--- src/rtl/sreg_pkg.sv ---
package sreg_pkg;
  localparam int DW      = 9;
  localparam int AW      = 3;
  localparam int NREG    = 1 << AW;
  localparam int FRAME   = 1 + AW + DW;
  localparam int CW      = $clog2(FRAME + 2);
  localparam int GW      = 6;
  localparam int NCH     = 3;

  localparam logic [AW-1:0] A_CFG  = 3'd0;
  localparam logic [AW-1:0] A_MUX  = 3'd1;
  localparam logic [AW-1:0] A_GAIN = 3'd2;
  localparam logic [AW-1:0] A_OFFS = 3'd5;

  localparam logic [DW-1:0] CFG_MASK = 9'h0FD;
  localparam logic [DW-1:0] MUX_MASK = 9'h0F0;
  localparam logic [DW-1:0] GN_MASK  = 9'h03F;
  localparam logic [DW-1:0] OF_MASK  = 9'h1FF;

  function automatic logic [DW-1:0] reg_mask(input logic [AW-1:0] a);
    if (a == A_CFG)      return CFG_MASK;
    else if (a == A_MUX) return MUX_MASK;
    else if (a < A_OFFS) return GN_MASK;
    else                 return OF_MASK;
  endfunction

  function automatic logic [DW-1:0] reg_default(input logic [AW-1:0] a);
    if (a == A_CFG)      return 9'h0F8;
    else if (a == A_MUX) return 9'h0C0;
    else                 return '0;
  endfunction
endpackage

--- src/rtl/sreg_sync.sv ---
module sreg_sync #(
  parameter int          W       = 1,
  parameter logic [W-1:0] RST_VAL = '0
) (
  input  logic         clk,
  input  logic         rst_n,
  input  logic [W-1:0] d,
  output logic [W-1:0] q
);
  logic [W-1:0] meta_q;
  logic [W-1:0] sync_q;

  always_ff @(posedge clk or negedge rst_n) begin
    if (!rst_n) begin
      meta_q <= RST_VAL;
      sync_q <= RST_VAL;
    end else begin
      meta_q <= d;
      sync_q <= meta_q;
    end
  end

  assign q = sync_q;
endmodule

--- src/rtl/sreg_frame.sv ---
module sreg_frame
  import sreg_pkg::*;
(
  input  logic          clk,
  input  logic          rst_n,
  input  logic          ss_n_s,
  input  logic          sck_s,
  input  logic          sdi_s,
  input  logic [DW-1:0] rd_word,
  output logic [AW-1:0] rd_addr,
  output logic          wr_en,
  output logic [AW-1:0] wr_addr,
  output logic [DW-1:0] wr_data,
  output logic          sdo,
  output logic          sdo_oe
);
  localparam logic [CW-1:0] FULL   = CW'(FRAME);
  localparam logic [CW-1:0] OVER   = CW'(FRAME + 1);
  localparam logic [CW-1:0] HDR    = CW'(1 + AW);

  logic             sck_q, sck_d;
  logic             ss_q, ss_d;
  logic [CW-1:0]    cnt_q, cnt_d;
  logic [FRAME-1:0] shf_q, shf_d;
  logic             rw_q, rw_d;
  logic [DW-1:0]    out_q, out_d;
  logic             oe_q, oe_d;

  logic sck_rise, sck_fall, frame_end, active;

  assign sck_rise  = sck_s & ~sck_q;
  assign sck_fall  = ~sck_s & sck_q;
  assign active    = ~ss_n_s;
  assign frame_end = ss_n_s & ~ss_q;

  always_comb begin
    sck_d = sck_s;
    ss_d  = ss_n_s;
    cnt_d = cnt_q;
    shf_d = shf_q;
    rw_d  = rw_q;
    out_d = out_q;
    oe_d  = oe_q;
    if (!active) begin
      cnt_d = '0;
      oe_d  = 1'b0;
    end else if (sck_rise) begin
      if (cnt_q < FULL) shf_d = {shf_q[FRAME-2:0], sdi_s};
      if (cnt_q == '0)  rw_d  = sdi_s;
      if (cnt_q != OVER) cnt_d = cnt_q + 1'b1;
    end else if (sck_fall && rw_q) begin
      if (cnt_q == HDR) begin
        out_d = rd_word;
        oe_d  = 1'b1;
      end else if (cnt_q > HDR && cnt_q < FULL) begin
        out_d = {out_q[DW-2:0], 1'b0};
      end else if (cnt_q >= FULL) begin
        oe_d  = 1'b0;
      end
    end
  end

  always_ff @(posedge clk or negedge rst_n) begin
    if (!rst_n) begin
      sck_q <= 1'b0;
      ss_q  <= 1'b1;
      cnt_q <= '0;
      shf_q <= '0;
      rw_q  <= 1'b0;
      out_q <= '0;
      oe_q  <= 1'b0;
    end else begin
      sck_q <= sck_d;
      ss_q  <= ss_d;
      cnt_q <= cnt_d;
      shf_q <= shf_d;
      rw_q  <= rw_d;
      out_q <= out_d;
      oe_q  <= oe_d;
    end
  end

  assign rd_addr = shf_q[AW-1:0];
  assign wr_en   = frame_end && (cnt_q == FULL) && !rw_q;
  assign wr_addr = shf_q[FRAME-2 -: AW];
  assign wr_data = shf_q[DW-1:0];
  assign sdo     = out_q[DW-1];
  assign sdo_oe  = oe_q;

  AST_OE_READ_DATA: assert property (@(posedge clk) disable iff (!rst_n)
    oe_q |-> (rw_q && cnt_q >= HDR));
  AST_OE_DROP_IDLE: assert property (@(posedge clk) disable iff (!rst_n)
    ss_n_s |=> !oe_q);
  AST_CNT_BOUND: assert property (@(posedge clk) disable iff (!rst_n)
    cnt_q <= OVER);
endmodule

--- src/rtl/sreg_file.sv ---
module sreg_file
  import sreg_pkg::*;
(
  input  logic                     clk,
  input  logic                     rst_n,
  input  logic                     wr_en,
  input  logic [AW-1:0]            wr_addr,
  input  logic [DW-1:0]            wr_data,
  input  logic [AW-1:0]            rd_addr,
  output logic [DW-1:0]            rd_word,
  output logic [NREG-1:0][DW-1:0]  regs
);
  logic [NREG-1:0][DW-1:0] mem_q, mem_d;

  always_comb begin
    mem_d = mem_q;
    if (wr_en) mem_d[wr_addr] = wr_data & reg_mask(wr_addr);
  end

  for (genvar i = 0; i < NREG; i++) begin : g_reg
    always_ff @(posedge clk or negedge rst_n) begin
      if (!rst_n)     mem_q[i] <= reg_default(AW'(i));
      else if (wr_en) mem_q[i] <= mem_d[i];
    end
  end

  assign rd_word = mem_q[rd_addr];
  assign regs    = mem_q;

  AST_HOLD_NO_COMMIT: assert property (@(posedge clk) disable iff (!rst_n)
    !wr_en |=> $stable(mem_q));
  AST_RSV_CLEAR: assert property (@(posedge clk) disable iff (!rst_n)
    ((mem_q[0] & ~CFG_MASK) == '0) && ((mem_q[1] & ~MUX_MASK) == '0));
endmodule

--- src/rtl/sreg_offs_cvt.sv ---
module sreg_offs_cvt
  import sreg_pkg::*;
(
  input  logic [DW-1:0] sm,
  output logic [DW-1:0] tc
);
  logic [DW-1:0] mag;
  assign mag = {1'b0, sm[DW-2:0]};
  assign tc  = sm[DW-1] ? (~mag + 1'b1) : mag;
endmodule

--- src/rtl/sreg_port.sv ---
module sreg_port
  import sreg_pkg::*;
(
  input  logic              clk,
  input  logic              rst_n,
  input  logic              ss_n,
  input  logic              sck,
  input  logic              sdi,
  output logic              sdo,
  output logic              sdo_oe,
  output logic              cfg_wide_range,
  output logic              cfg_int_ref,
  output logic              cfg_three_ch,
  output logic              cfg_cds,
  output logic              cfg_clamp_hi,
  output logic              cfg_sleep,
  output logic              cfg_byte_mode,
  output logic              mux_fwd,
  output logic [2:0]        mux_sel,
  output logic [NCH*GW-1:0] gain_q,
  output logic [NCH*DW-1:0] offs_sm,
  output logic [NCH*DW-1:0] offs_tc
);
  logic                    ss_n_s, sck_s, sdi_s;
  logic [AW-1:0]           rd_addr, wr_addr;
  logic [DW-1:0]           rd_word, wr_data;
  logic                    wr_en;
  logic [NREG-1:0][DW-1:0] regs;

  sreg_sync #(.W(3), .RST_VAL(3'b100)) u_sync (
    .clk(clk), .rst_n(rst_n),
    .d({ss_n, sck, sdi}),
    .q({ss_n_s, sck_s, sdi_s})
  );

  sreg_frame u_frame (
    .clk(clk), .rst_n(rst_n),
    .ss_n_s(ss_n_s), .sck_s(sck_s), .sdi_s(sdi_s),
    .rd_word(rd_word), .rd_addr(rd_addr),
    .wr_en(wr_en), .wr_addr(wr_addr), .wr_data(wr_data),
    .sdo(sdo), .sdo_oe(sdo_oe)
  );

  sreg_file u_file (
    .clk(clk), .rst_n(rst_n),
    .wr_en(wr_en), .wr_addr(wr_addr), .wr_data(wr_data),
    .rd_addr(rd_addr), .rd_word(rd_word), .regs(regs)
  );

  assign cfg_wide_range = regs[A_CFG][7];
  assign cfg_int_ref    = regs[A_CFG][6];
  assign cfg_three_ch   = regs[A_CFG][5];
  assign cfg_cds        = regs[A_CFG][4];
  assign cfg_clamp_hi   = regs[A_CFG][3];
  assign cfg_sleep      = regs[A_CFG][2];
  assign cfg_byte_mode  = regs[A_CFG][0];
  assign mux_fwd        = regs[A_MUX][7];
  assign mux_sel        = regs[A_MUX][6:4];

  for (genvar c = 0; c < NCH; c++) begin : g_ch
    assign gain_q[c*GW +: GW]  = regs[int'(A_GAIN) + c][GW-1:0];
    assign offs_sm[c*DW +: DW] = regs[int'(A_OFFS) + c];
    sreg_offs_cvt u_cvt (
      .sm(regs[int'(A_OFFS) + c]),
      .tc(offs_tc[c*DW +: DW])
    );
  end
endmodule

--- config.mk ---
export PLATFORM = sky130hd
export DESIGN_NAME = sreg_port
export DESIGN_NICKNAME = d
export VERILOG_FILES = /design/src/rtl/sreg_pkg.sv /design/src/rtl/sreg_sync.sv /design/src/rtl/sreg_frame.sv /design/src/rtl/sreg_file.sv /design/src/rtl/sreg_offs_cvt.sv /design/src/rtl/sreg_port.sv
export SDC_FILE = /design/constraint.sdc
export NUM_CORES = 1
export LEC_CHECK = 0
export BUFFER_PORTS_ARGS = -buffer_cell sky130_fd_sc_hd__buf_2
export CAP_MARGIN = 0
export CORE_MARGIN = 3
export CORE_UTILIZATION = 51
export CTS_CLUSTER_DIAMETER = 100
export CTS_CLUSTER_SIZE = 14
export DETAILED_ROUTE_END_ITERATION = 12
export GPL_TIMING_DRIVEN = 0
export HOLD_SLACK_MARGIN = 0.05
export MAX_ROUTING_LAYER = met4
export PLACE_DENSITY_LB_ADDON = 0.25
export SETUP_SLACK_MARGIN = 0.2
export SLEW_MARGIN = 20
export SYNTH_ARGS = -nofsm -noshare
export SYNTH_HDL_FRONTEND = slang
export SYNTH_SLANG_ARGS = --single-unit
--- constraint.sdc ---
create_clock -name clk -period 1.7 [get_ports clk]
set_input_delay 0.085 -clock clk [delete_from_list [all_inputs] [get_ports clk]]
set_output_delay 0.085 -clock clk [all_outputs]
set_load 0.03 [all_outputs]
Word-level counts from Yosys, hierarchy flattened
Index checks and enable logic that the tools add are counted.
{ "totals": {"register_bits": 107, "input_bits": 5} }
{ "classes": {"n_bitwise": 12, "n_reduce_logical": 18, "n_lt_le_gt_ge": 7, "muxes": 23, "addsub": 4, "n_eq_ne": 6} }
{ "op_table": {"columns": ["cell", "n"], "rows": [
  ["2-to-1 mux 9 bit", 11],
  ["bitwise mux 72 bit", 1],
  ["adder 9 x 1 -> 9 bit (second input constant)", 3],
  ["binary-select mux 9 bit (select 3 bit)", 1],
  ["demux 9 bit (select 3 bit)", 1],
  ["inverter 8 -> 9 bit", 3],
  ["2-to-1 mux 4 bit", 3],
  ["AND 9 bit", 1],
  ["less-than comparator 3 x 4 -> 1 bit (second input constant)", 2],
  ["AND reduction 4 bit", 2],
  ["nonzero test 2 bit", 4],
  ["2-to-1 mux 1 bit", 6],
  ["AND reduction 3 bit", 2],
  ["logical AND 1 bit", 5],
  ["inverter 1 bit", 5],
  ["adder 4 x 1 -> 4 bit (second input constant)", 1],
  ["equality test 4 x 3 -> 1 bit (second input constant)", 1],
  ["equality test 4 bit (second input constant)", 1],
  [">= comparator 4 bit (second input constant)", 1],
  ["greater-than comparator 4 x 3 -> 1 bit (second input constant)", 1],
  ["logical NOT 4 bit", 1],
  ["less-than comparator 4 bit (second input constant)", 1],
  ["inequality test 4 bit (second input constant)", 1],
  ["AND 1 bit", 3],
  ["9 further kinds", 9]
]} }

Depth between registers and ports, before layout
{ "logic_depth": {"depth_word": 7, "depth_mapped": 8} }

By module
Synthesis repeated with hierarchy kept, for this count alone.
{ "unflattened": {"hier_cells": 398, "area_unflattened_um2": 5407.7} }
{ "modules_own_cells": {"columns": ["mod", "n_inst", "area_each_um2", "seq_area_each_um2", "cells_each"], "rows": [
  ["sreg_file", 1, 3263.1, 1810.5, 215],
  ["sreg_frame", 1, 1455.1, 726.9, 105],
  ["sreg_offs_cvt", 3, 178.9, 0.0, 24],
  ["sreg_sync", 1, 152.6, 152.6, 6]
]} }

Worst setup path after synthesis
No wires, ideal clock.
{ "synth_timing": {"kind": "register to register", "from": "register u_frame.cnt_q[0]", "to": "register u_frame.out_q[7]", "synth_period_minus_slack_ps": 1834, "path_slack_ps": -134, "setup_time_ps": 95, "path_stages_with_launch": 8, "t_arrival_ps": 1739, "path_cell_list": "dfrtp_1 > inv_1 > ha_1 > and3b_1 > or4_4 > buf_6 > buf_8 > o31ai_1"} }
{ "synth_between": {"elab_chain_cells": 4} }
{ "synth_rtl": {"columns": ["item", "line_no", "source"], "rows": [
  ["from (decl)", "sreg_frame.sv:23", "logic [CW-1:0] cnt_q, cnt_d;"],
  ["from (signal assigned)", "sreg_frame.sv:75", "cnt_q <= cnt_d;"],
  ["greater-than comparator 4 x 3 -> 1 bit / less-than comparator 4 bit (equally long branches)", "sreg_frame.sv:55", "end else if (cnt_q > HDR && cnt_q < FULL) begin"],
  ["logical AND 1 bit", "sreg_frame.sv:55", null],
  ["nonzero test 2 bit (no line)", null, null],
  ["AND reduction 4 bit (no line)", null, null],
  ["to (signal assigned)", "sreg_frame.sv:78", "out_q <= out_d;"],
  ["to (decl)", "sreg_frame.sv:26", "logic [DW-1:0] out_q, out_d;"]
]} }
Parallel ways exist; a longest one is shown, timed or not.
A chain may end at the register's enable or synchronous reset.

Worst setup path after layout
{ "layout_timing": {"from": "register u_file.mem_q, in the netlist u_file.regs[45]", "to": "output offs_tc[5]"} }
{ "layout_between": {"elab_chain_cells": 3} }
{ "layout_rtl": {"columns": ["item", "line_no", "source"], "rows": [
  ["from (decl)", "sreg_file.sv:13", "logic [NREG-1:0][DW-1:0] mem_q, mem_d;"],
  ["from (signal, indexed assignment)", "sreg_file.sv:22", "if (!rst_n) mem_q[i] <= reg_default(AW'(i));"],
  ["from (signal, indexed assignment)", "sreg_file.sv:23", "else if (wr_en) mem_q[i] <= mem_d[i];"],
  ["inverter 8 -> 9 bit", "sreg_offs_cvt.sv:9", "assign tc = sm[DW-1] ? (~mag + 1'b1) : mag;"],
  ["adder 9 x 1 -> 9 bit", "sreg_offs_cvt.sv:9", null],
  ["2-to-1 mux 9 bit", "sreg_offs_cvt.sv:9", null],
  ["to (decl)", "sreg_port.sv:22", "output logic [NCH*DW-1:0] offs_tc"]
]} }
No other way between the ends.

==> impl_metrics.tcl <==
set metrics [dict create \
    core_um2 10500 \
    endpoint "offs_tc[5]" \
    fillCellCount 533 \
    period_minus_slack_ns 1.95 \
    vdd_drop_max_uv 539 \
    cts_tree "yes" \
    clkSinkCount 107 \
    hp-class "input pin to async pin" \
    maxCapViolations 0 \
    cts_root_buf "clkbuf_8" \
    path_max_fanout 4 \
    rows 37 \
    grt_pass1_wl_um 24900 \
    antenna_left 0 \
    max_slew.worst_pin.slew_ns 0.620 \
    wl_met3_um 1160 \
    skew_ns 0.0166 \
    path_class "register to output port" \
    drive_gt1_frac 0.742 \
    worst_skew_pair.late_latency_ns 0.39 \
    portBuffers 89 \
    p_leak_nw 4.14 \
    regArea_um2 2710 \
    cp.required_ns 1.62 \
    synth_top_area_cell "dfrtp_1" \
    wl_um 18400 \
    timing.fmax_ghz 0.512 \
    finalMaxSlewViolations 0 \
    place_congestion 0.813 \
    path_cells "or3_4 > o31ai_4 > xnor2_1 > buf_4" \
    avgRoutedWirePerCell_um 23.5 \
    cts_buffer_depth 2 \
    stdcell_area_um2 8310 \
    drcViolationCount 0 \
    place_area_um2 6320 \
    start_util 0.533 \
    syn-num-nets 484 \
    track_usage 0.266 \
    synth-warning-count 0 \
    die_w_um 111 \
    drt-initial-drc-count 395 \
    die-area_um2 12200 \
    routed-via-count 4707 \
    via_per_inst 6.01 \
    cp_slowest_cell "dfrtp_2" \
    start_kind "register" \
    antenna_cells 0 \
    multi_input_area_um2 3220 \
    synth_top_cell_area_share 0.435 \
    syn_avg_cell_area_um2 11.8 \
    worst_slack_ns -0.254 \
    startpoint "u_file.regs[45]" \
    rsz0062_at_grt "yes" \
    outcome "complete, but fails checks" \
    hpwl_um 9390 \
    slowest_delay_ns 0.46 \
    period_share 1.15 \
    h-tree-depth 3 \
    reg2reg_from "u_frame.cnt_q[1]" \
    worstReg2RegEnd "u_file.regs[32]" \
    violations "setup timing" \
    cts_buffers 9 \
    synthesis.area_um2 5570 \
    reg2reg_setup_slack_ns -0.21 \
    syn_inst 472 \
    antenna_found_initial 0 \
    power_density_nw_per_um2 660 \
    met1_length_um 6690 \
    wl_met2_um 9660 \
    grt_max_degree 85 \
    worstPathArrival_ns 1.87 \
    p_total_mw 5.48 \
    die_height_um 111 \
    grt-ovfl-total 0 \
    area.growth.synth_to_final_pct 49.0 \
    first_pass_iters 5 \
    timing.final.hold_violations 0 \
    fin_tns_setup_ns -10.89 \
    grt_pass1_vias 4552 \
    r2r_cells 8 \
    slew_headroom 0.585 \
    dp_slack_ns -0.273 \
    netlist_top_cells_area "dfrtp_1 44%, mux2_2 10%, mux4_2 7.3%" \
    ys_seq_area_frac 0.483 \
    end_kind "output port" \
    setup_viol 83 \
    fin_nets 655 \
    ys_types 43 \
    top_layer_used "met4" \
    pin_count 90 \
    clkTransAtPathRegs_ns 0.11 \
    post-place-cells 698 \
    fin_cells 783 \
    synth-seq-cells 107 \
]
sequential cells by signal (all words and copies together), names as in the netlist:
register	cells
u_frame.ss_q	1
u_frame.shf_q	12
u_sync.meta_q	3
u_frame.sck_q	1
u_frame.sdo_oe	1
u_frame.rw_q	1
u_file.regs	72
u_sync.q	3
u_frame.out_q	9
u_frame.cnt_q	4
layout make-up:
class                           instances  area share
Timing Repair Buffer                  158       0.164
Buffer                                 74      0.0744
Clock buffer                           11      0.0182
Tap cell                              136      0.0205
Sequential cell                       107       0.327
Inverter                                8     0.00361
Multi-Input combinational cell        285       0.387
Clock inverter                          4     0.00602
critical path, delay by kind of cell, from the launching register on:
family | cells | cell delay, ns
buffers and inverters | 1 | 0.20
DFF | 1 | 0.46
xor gates and xnor gates | 1 | 0.17
AOI/OAI and AO/OA | 1 | 0.20
and+or+nand+nor | 1 | 0.45
metrics by stage:
step,hold WS [ns],utilization
2_1_floorplan,-0.211,-
3_3_place_gp,0.192,0.600
3_5_place_dp,-0.0452,0.604
4_1_cts,0.109,0.748
5_1_grt,0.142,0.794
6_report,0.102,0.794
worst min-delay path by stage:
stage,from,cells past startpoint,slack [ns],endpoint
final,rst_n,2,0.10,u_file.regs[55]
after global placement,ss_n,1,0.19,u_sync.meta_q[2]
after floorplan,rst_n,0,-0.21,u_file.regs[0]
after detailed placement,rst_n,1,-0.05,u_file.regs[35]
after CTS,rst_n,2,0.11,u_file.regs[62]
after global routing,rst_n,2,0.14,u_file.regs[64]
Yosys cell counts, drive strengths merged:
cell type / n
nand3: 8
inv: 8
or3: 3
buf: 64
and4bb: 1
clkbuf: 10
xor2: 2
nand2: 41
mux2i: 1
and3b: 1
and2: 19
nor2b: 16
nand3b: 3
o21ai: 28
o41ai: 3
dfstp: 10
a21oi: 3
nor2: 16
or2: 1
o31ai: 12
ha: 7
xnor2: 19
or4: 4
nand4: 3
a211oi: 8
o31a: 3
or2b: 1
nand2b: 8
o21bai: 1
and3: 1
o211ai: 1
dfrtp: 97
mux2: 51
mux4: 18
per-layer routing:
| metal | global-route usage | up-vias |
|---|---|---|
| li1 | - | 1948 |
| met3 | 0.0537 | 93 |
| met4 | 0.121 | 0 |
| met5 | - | - |
| met2 | 0.443 | 260 |
| met1 | 0.313 | 2406 |
cells in the final DEF, fill, tap and decap left out, drive strengths merged, types with 4 or more instances in the layout:
| cell | instances |
|---|---|
| a211oi | 8 |
| and2 | 19 |
| buf | 221 |
| clkbuf | 17 |
| dfrtp | 97 |
| dfstp | 10 |
| dlygate4sd3 | 4 |
| ha | 7 |
| inv | 8 |
| mux2 | 51 |
| mux4 | 18 |
| nand2 | 41 |
| nand2b | 8 |
| nand3 | 10 |
| nor2 | 16 |
| nor2b | 16 |
| o21ai | 28 |
| o31ai | 12 |
| or4 | 4 |
| xnor2 | 19 |
cell families after synthesis:
group                      Yosys count  share of synthesized area
buffers and inverters               82                     0.0967
AOI/OAI and AO/OA                   59                     0.0669
xor gates and xnor gates            21                     0.0330
adders and majority gates            7                     0.0157
DFF                                107                      0.483
and+or+nand+nor                    126                      0.128
muxes                               70                      0.178
power by group:
group | switching (mW) | internal, mW | leakage (nW)
logic | 0.646 | 0.443 | 2.64
clock network | 0.868 | 0.751 | 0.0974
registers | 0.117 | 2.66 | 1.40
total | 1.63 | 3.85 | 4.14
timing repair:
| action | in CTS | in global routing |
|---|---|---|
| endpoints found under the hold margin | 100 | 0 |
| pin swaps | 38 | 21 |
| resized for setup | 221 | 104 |
| buffers inserted | 44 | 13 |
| setup endpoints to repair | 117 | 121 |
| hold buffers | 4 | 0 |
| cloned | 9 | 0 |
Power figures use the tool's default switching activity.
